## src/rtl/sup_pkg.sv

```systemverilog
`timescale 1ns/1ps
// Shared types and helpers for the supervisor reset generator.
// Assumes all counts are in cycles of the 32.768 kHz oscillator.
package sup_pkg;

    // Reset line phase: HOLD sinks the line, RUN releases it
    typedef enum logic {
        ST_HOLD = 1'b0,
        ST_RUN  = 1'b1
    } sup_state_e;

    // Watchdog period in cycles for a select code (0:1x, 1:3x, 2/3:6x)
    function automatic int unsigned tmo_cycles(input logic [1:0] sel,
                                               input int unsigned base);
        case (sel)
            2'd0:    return base;
            2'd1:    return 3 * base;
            default: return 6 * base;
        endcase
    endfunction

endpackage

```

## src/rtl/sup_sync.sv

```systemverilog
`timescale 1ns/1ps
// Multi-stage synchronizer for an asynchronous level input.
// Assumes STAGES >= 1; all stages clear to 0 under reset.
module sup_sync #(
    parameter int STAGES = 2
) (
    input  logic clk,
    input  logic rst_n,
    input  logic d,
    output logic q
);
    logic [STAGES-1:0] chain;

    generate
        if (STAGES == 1) begin : g_one
            // Single flop capture
            always_ff @(posedge clk) begin
                if (!rst_n) chain <= '0;
                else        chain <= d;
            end
        end else begin : g_many
            // Shift the input through the flop chain
            always_ff @(posedge clk) begin
                if (!rst_n) chain <= '0;
                else        chain <= {chain[STAGES-2:0], d};
            end
        end
    endgenerate

    assign q = chain[STAGES-1];
endmodule

```

## src/rtl/sup_wdt_timer.sv

```systemverilog
`timescale 1ns/1ps
// Watchdog period counter.
// Counts while the line is released (run) and the watchdog is enabled.
// A kick, a disable or the hold phase clears it. expire is a
// combinational flag for the edge at which the period is used up. It
// uses >= so that a select lowered mid-count still expires.
// Assumes kick and tmo_sel are synchronous to clk.
module sup_wdt_timer #(
    parameter int unsigned BASE_CYCLES = 8192,
    parameter int          CNT_W       = $clog2(6 * BASE_CYCLES)
) (
    input  logic       clk,
    input  logic       rst_n,
    input  logic       run,
    input  logic       en,
    input  logic       kick,
    input  logic [1:0] sel,
    output logic       expire
);
    import sup_pkg::*;

    localparam int unsigned LONG_M1 = 6 * BASE_CYCLES - 1;

    logic [CNT_W-1:0] cnt;
    logic [CNT_W-1:0] limit_m1;

    // Last count value allowed for the selected period
    always_comb limit_m1 = CNT_W'(tmo_cycles(sel, BASE_CYCLES) - 1);

    // Period used up on this edge, unless a kick arrives with it
    always_comb expire = run && en && !kick && (cnt >= limit_m1);

    // Advance or clear the period count
    always_ff @(posedge clk) begin
        if (!rst_n)                               cnt <= '0;
        else if (!run || !en || kick || expire)   cnt <= '0;
        else                                      cnt <= cnt + 1'b1;
    end


    cnt_bound_chk: assert property (@(posedge clk) disable iff (!rst_n)
        cnt <= CNT_W'(LONG_M1));


    kick_restart_chk: assert property (@(posedge clk) disable iff (!rst_n)
        (run && kick) |=> (cnt == '0));


    idle_clear_chk: assert property (@(posedge clk) disable iff (!rst_n)
        !en |=> (cnt == '0));
endmodule

```

## src/rtl/sup_hold_timer.sv

```systemverilog
`timescale 1ns/1ps
// Minimum reset pulse counter.
// Counts during the hold phase while the supply is good. Any cycle with
// the low-voltage flag set restarts it. done flags the edge that
// completes PULSE_CYCLES of good supply.
// Assumes PULSE_CYCLES >= 1.
module sup_hold_timer #(
    parameter int unsigned PULSE_CYCLES = 8192,
    parameter int          PW           = $clog2(PULSE_CYCLES + 1)
) (
    input  logic clk,
    input  logic rst_n,
    input  logic active,
    input  logic lv,
    output logic done
);
    localparam logic [PW-1:0] LAST = PW'(PULSE_CYCLES - 1);

    logic [PW-1:0] cnt;

    // Final good-supply cycle of the hold
    always_comb done = active && !lv && (cnt == LAST);

    // Count good-supply cycles of the hold
    always_ff @(posedge clk) begin
        if (!rst_n)                       cnt <= '0;
        else if (!active || lv || done)   cnt <= '0;
        else                              cnt <= cnt + 1'b1;
    end


    hold_bound_chk: assert property (@(posedge clk) disable iff (!rst_n)
        cnt <= LAST);


    lv_restart_chk: assert property (@(posedge clk) disable iff (!rst_n)
        lv |=> (cnt == '0));
endmodule

```

## src/rtl/sup_reset_gen.sv

```systemverilog
`timescale 1ns/1ps
// Supervisor reset generator: power-on, low-voltage and watchdog reset
// sources merged onto one open-drain, active-low reset drive.
// rst_pull_low = 1 means the pad sinks the reset line.
// Assumes clk is the 32.768 kHz oscillator and rst_n is a synchronous
// power-on reset. low_volt may be asynchronous.
module sup_reset_gen #(
    parameter int unsigned BASE_CYCLES  = 8192,
    parameter int unsigned PULSE_CYCLES = 8192,
    parameter int          SYNC_STAGES  = 2
) (
    input  logic       clk,
    input  logic       rst_n,
    input  logic       kick,
    input  logic [1:0] tmo_sel,
    input  logic       wdt_en,
    input  logic       low_volt,
    output logic       rst_pull_low
);
    import sup_pkg::*;

    localparam int WDT_W  = $clog2(6 * BASE_CYCLES);
    localparam int HOLD_W = $clog2(PULSE_CYCLES + 1);

    sup_state_e state;
    logic       lv_s;
    logic       wd_expire;
    logic       hold_done;

    sup_sync #(.STAGES(SYNC_STAGES)) u_lv_sync (
        .clk   (clk),
        .rst_n (rst_n),
        .d     (low_volt),
        .q     (lv_s)
    );

    sup_wdt_timer #(.BASE_CYCLES(BASE_CYCLES), .CNT_W(WDT_W)) u_wdt (
        .clk    (clk),
        .rst_n  (rst_n),
        .run    (state == ST_RUN),
        .en     (wdt_en),
        .kick   (kick),
        .sel    (tmo_sel),
        .expire (wd_expire)
    );

    sup_hold_timer #(.PULSE_CYCLES(PULSE_CYCLES), .PW(HOLD_W)) u_hold (
        .clk    (clk),
        .rst_n  (rst_n),
        .active (state == ST_HOLD),
        .lv     (lv_s),
        .done   (hold_done)
    );

    // Phase sequencing between hold and run
    always_ff @(posedge clk) begin
        if (!rst_n) begin
            state <= ST_HOLD;
        end else begin
            case (state)
                ST_HOLD: if (hold_done)          state <= ST_RUN;
                default: if (lv_s || wd_expire)  state <= ST_HOLD;
            endcase
        end
    end

    // Drive the pad whenever the line is held
    assign rst_pull_low = (state == ST_HOLD);


    lv_force_chk: assert property (@(posedge clk) disable iff (!rst_n)
        lv_s |=> rst_pull_low);


    en_off_chk: assert property (@(posedge clk) disable iff (!rst_n)
        (state == ST_RUN && !wdt_en && !lv_s) |=> !rst_pull_low);


    release_src_chk: assert property (@(posedge clk) disable iff (!rst_n)
        $fell(rst_pull_low) |-> $past(hold_done));


    assert_src_chk: assert property (@(posedge clk) disable iff (!rst_n)
        $rose(rst_pull_low) |-> ($past(lv_s) || $past(wd_expire)));
endmodule

```

## config.mk

```make
export PLATFORM = sky130hd
export DESIGN_NAME = sup_reset_gen
export DESIGN_NICKNAME = d
export VERILOG_FILES = /design/src/rtl/sup_pkg.sv /design/src/rtl/sup_sync.sv /design/src/rtl/sup_wdt_timer.sv /design/src/rtl/sup_hold_timer.sv /design/src/rtl/sup_reset_gen.sv
export SDC_FILE = /design/constraint.sdc
export NUM_CORES = 1
export LEC_CHECK = 0
export ABC_AREA = 1
export ABC_CLOCK_PERIOD_IN_PS = 1550
export BUFFER_PORTS_ARGS = -buffer_cell sky130_fd_sc_hd__buf_2
export CORE_MARGIN = 5
export CORE_UTILIZATION = 32
export CTS_CLUSTER_SIZE = 24
export DETAILED_ROUTE_END_ITERATION = 10
export GPL_TIMING_DRIVEN = 0
export PLACE_DENSITY = 0.48
export SYNTH_ARGS = -nofsm -noshare
export SYNTH_HDL_FRONTEND = slang
export SYNTH_SLANG_ARGS = --single-unit
```

## constraint.sdc

```tcl
create_clock -name clk -period 1.55 [get_ports clk]
set_input_delay 0.0775 -clock clk [delete_from_list [all_inputs] [get_ports clk]]
set_output_delay 0.0775 -clock clk [all_outputs]
set_load 0.005 [all_outputs]
```

==> flow_summary_export.csv <==
group,metric,value,unit
power,peakVddDrop,0.000424,V
routing,met3WireLength,72,um
synth,syn_area,1570,um2
sta,clock.fmax,682,MHz
floorplanning,die_h,80.0,um
critical_path,critical-path-max-stage-delay,370,ps
synth,synthMuxAreaShare,0,
synth,synth_top_area_frac,0.422,
critical_path,cp_cell_sequence,"ha_4 -> nand2_1 -> nor2_2 -> nand2_2 -> o21ai_2 -> nor2_2 -> nand2_4 -> clkbuf_16 -> nor2_1",
placement,post-dp-hpwl,1.89,mm
routing,drt-wirelength-per-cell,9.55,um
synth,synth_async_sr_flop_share,0,
hold_path,worst_hold_startpoint,"rst_n",
routing,met2_length,1.26,mm
synth,netlist_instances,197,
sta,final.setup.tns,0,ps
finish,most-common-layout-cells,"40 x sky130_fd_sc_hd__nor2_1, 36 x sky130_fd_sc_hd__nand2_1, 26 x sky130_fd_sc_hd__dfxtp_1",
critical_path,worst_setup_path_start_kind,"flop",
critical_path,regToRegSetupSlack,80,ps
routing,firstDrtPassIters,4,
synth,synth_enable_flop_cells,0,
power,total_leakage_power,0.725,nW
global_routing,first_pass_grt_wire_length,4.55,mm
global_routing,grt_use_total,0.0914,
hold_path,hp-class,"in2reg",
global_routing,global_route.overflow_total,0,
sta,fin_hold_ws,36.8,ps
synth,synthesis.nets,209,
synth,postSynthAreaPerCell,7.95,um2
run,max_cap_violations,0,
routing,dr.first_iter.drc_count,34,
critical_path,worst_setup_path_startpoint,"u_wdt.cnt[0]",
finish,final_core_utilization,0.420,
placement,portBuffers,7,
clock_tree,cts.reportedPaths.clkPinSlew,60,ps
placement,numPlacedInstances,271,
sta,maxSlewHeadroom,0.839,
floorplanning,start_util,0.332,
critical_path,crit_top_cell,"sky130_fd_sc_hd__nor2_2",
clock_tree,htreeDepth,2,
synth,synth_adder_area_share,0.0399,
synth,seq_area_frac_synth,0.422,
critical_path,reg2reg_from,"u_wdt.cnt[0]",
critical_path,cp_data_arrival_time,1640,ps
status,run_status,"finished clean",
sta,final_number_of_hold_violating_endpoints,0,
floorplanning,num_rows,25,
synth,simple_gate_fraction_of_synth_area,0.337,
critical_path,cp_max_fanout,7,
critical_path,r2r_cells,9,
clock_tree,clockRootBuffer,"sky130_fd_sc_hd__clkbuf_8",
clock_tree,cts_tree,"done",
floorplanning,die_area,6390,um2
synth,synth-warning-count,0,
global_routing,number_of_global_route_vias_before_repair,1110,
global_routing,grt_antenna_before_repair,0,
sta,setup-violations-final,0,
synth,synth-seq-cells,33,
finish,n_antenna_cell,0,
placement,gp_congestion,0.765,
critical_path,critPathRequiredTime,1720,ps
routing,dr.max_layer_used,"met4",
sta,post-route-min-period,1470,ps
synth,yosys.cell_types.count,27,
synth,synth_top_family_by_area,"simple AND/OR/NAND/NOR gates",
synth,yosys.area.top_type,"sky130_fd_sc_hd__dfxtp_1",
routing,antenna_left,0,
sta,worst_slew_pin_slew,240,ps
hold_path,hold_depth,3,
critical_path,timing.rr.end,"u_wdt.cnt[5]",
finish,syn_to_final_growth,26.5,%
floorplanning,ioPinCount,8,
routing,route.layer.met1.wl,1.39,mm
synth,synth_compound_area_frac,0.0319,
hold_path,worstHoldEndpoint,"u_lv_sync.chain[0]",
synth,predominant_post_synthesis_flop_cell,"sky130_fd_sc_hd__dfxtp_1",
clock_tree,clock_latency,270,ps
clock_tree,max-clock-path-buffers,2,
routing,via_per_inst,4.16,
finish,fin_nets,233,
routing,post-route-drc-count,0,
floorplanning,die_width,80.0,um
synth,synthXorXnorAreaFrac,0.112,
synth,ys_top_cells_by_area,"sky130_fd_sc_hd__dfxtp_1 42%, sky130_fd_sc_hd__nor2_1 10%, sky130_fd_sc_hd__nand2_1 8.6%",
finish,finalNonFillerCells,288,
finish,mostFrequentLayoutCell,"sky130_fd_sc_hd__nor2_1",
floorplanning,fp.coreArea,4720,um2
routing,drt-total-wl,2.75,mm
sta,final.period_utilization,0.946,
critical_path,crit_path_top_delay_cell,"sky130_fd_sc_hd__dfxtp_2",
clock_tree,clock_sink_count,33,
global_routing,grt_max_degree,11,
finish,share_of_final_layout_standard_cells_stronger_than_drive_strength_1,0.244,
power,power-per-cell-area,790,nW/um2
sta,clock_skew,1.69,ps
clock_tree,cts_made_buffers,5,
routing,vias,1199,
critical_path,critPathKind,"reg2reg",
critical_path,worst_setup_path_end_kind,"flop",
sta,slew_violations,0,
==> worst max-delay path: cells and delay by family, from the launching register on <==
kind	cells	cell delay (ps)
compound gates	1	150
buf+inv	1	160
fa+ha+maj	1	160
flops	1	370
simple gates	6	510
==> repair_timing <==
action,CTS,global route
resized for setup,5,19
setup endpoints to repair,15,24
setup buffers,0,7
cloned,0,2
hold endpoints to repair,1,0
pin swaps,1,6
hold buffers,1,0
==> state kept, by name, indices dropped and copies added (netlist names) <==
signal,flops
u_wdt.cnt,16
u_hold.cnt,14
u_lv_sync.chain,2
state,1
==> stage by stage <==
stage                     setup slack, ps  power (mW)  area [um2]
after floorplan                       125       0.909        1570
after global placement              -57.2       0.924        1690
after detailed placement            -68.2       0.924        1690
after CTS                            1.78        1.58        1790
after global routing                -8.56        1.64        1980
final                                83.0        1.57        1980
==> cell usage after synthesis (2+ instances only) <==
library cell              instances
sky130_fd_sc_hd__nand3_1         10
sky130_fd_sc_hd__nand4_1          3
sky130_fd_sc_hd__xnor2_1          7
sky130_fd_sc_hd__inv_1           19
sky130_fd_sc_hd__nand2_1         36
sky130_fd_sc_hd__nand3_2          2
sky130_fd_sc_hd__ha_1             5
sky130_fd_sc_hd__nor3_1           4
sky130_fd_sc_hd__a21oi_1          6
sky130_fd_sc_hd__xor2_1          13
sky130_fd_sc_hd__dfxtp_1         33
sky130_fd_sc_hd__nor2_4           2
sky130_fd_sc_hd__nor2_1          42
sky130_fd_sc_hd__nor2_2           2
==> worst max-delay path by stage <==
stage,endpoint,slack (ps)
6_report,u_wdt.cnt[5],80
5_1_grt,u_wdt.cnt[13],-9
4_1_cts,u_wdt.cnt[8],2
3_5_place_dp,u_wdt.cnt[4],-70
3_3_place_gp,u_wdt.cnt[5],-60
2_1_floorplan,u_wdt.cnt[10],120
==> logic make-up (layout without fill, tap and decap cells) <==
kind of cell	Yosys count	after routing
and+or+nand+nor	110	110
buffers and inverters	21	45
AOI/OAI and AO/OA	8	8
DFF	33	33
adders and majority gates	5	5
xor gates and xnor gates	20	20
==> power breakdown <==
group	total, mW	switching, mW	internal, mW
registers	0.866	0.00815	0.858
clock network	0.640	0.288	0.352
logic	0.0596	0.0285	0.0311
==> cell type report <==
class / instances / area [um2]
timing repair buffer: 17 / 134
clock buffer: 7 / 86.3
fill: 476 / 2740
inverter: 19 / 71.3
multi-input combinational: 143 / 911
buffer: 2 / 26.3
tap: 67 / 83.8
sequential: 33 / 669
==> layer usage <==
layer | track usage | vias to the layer above
met5 | 0 | -
met4 | 0.0355 | 0
met3 | 0.0339 | 3
met2 | 0.146 | 8
met1 | 0.111 | 525
li1 | - | 663
No activity file was read; power rests on OpenSTA's default activity.
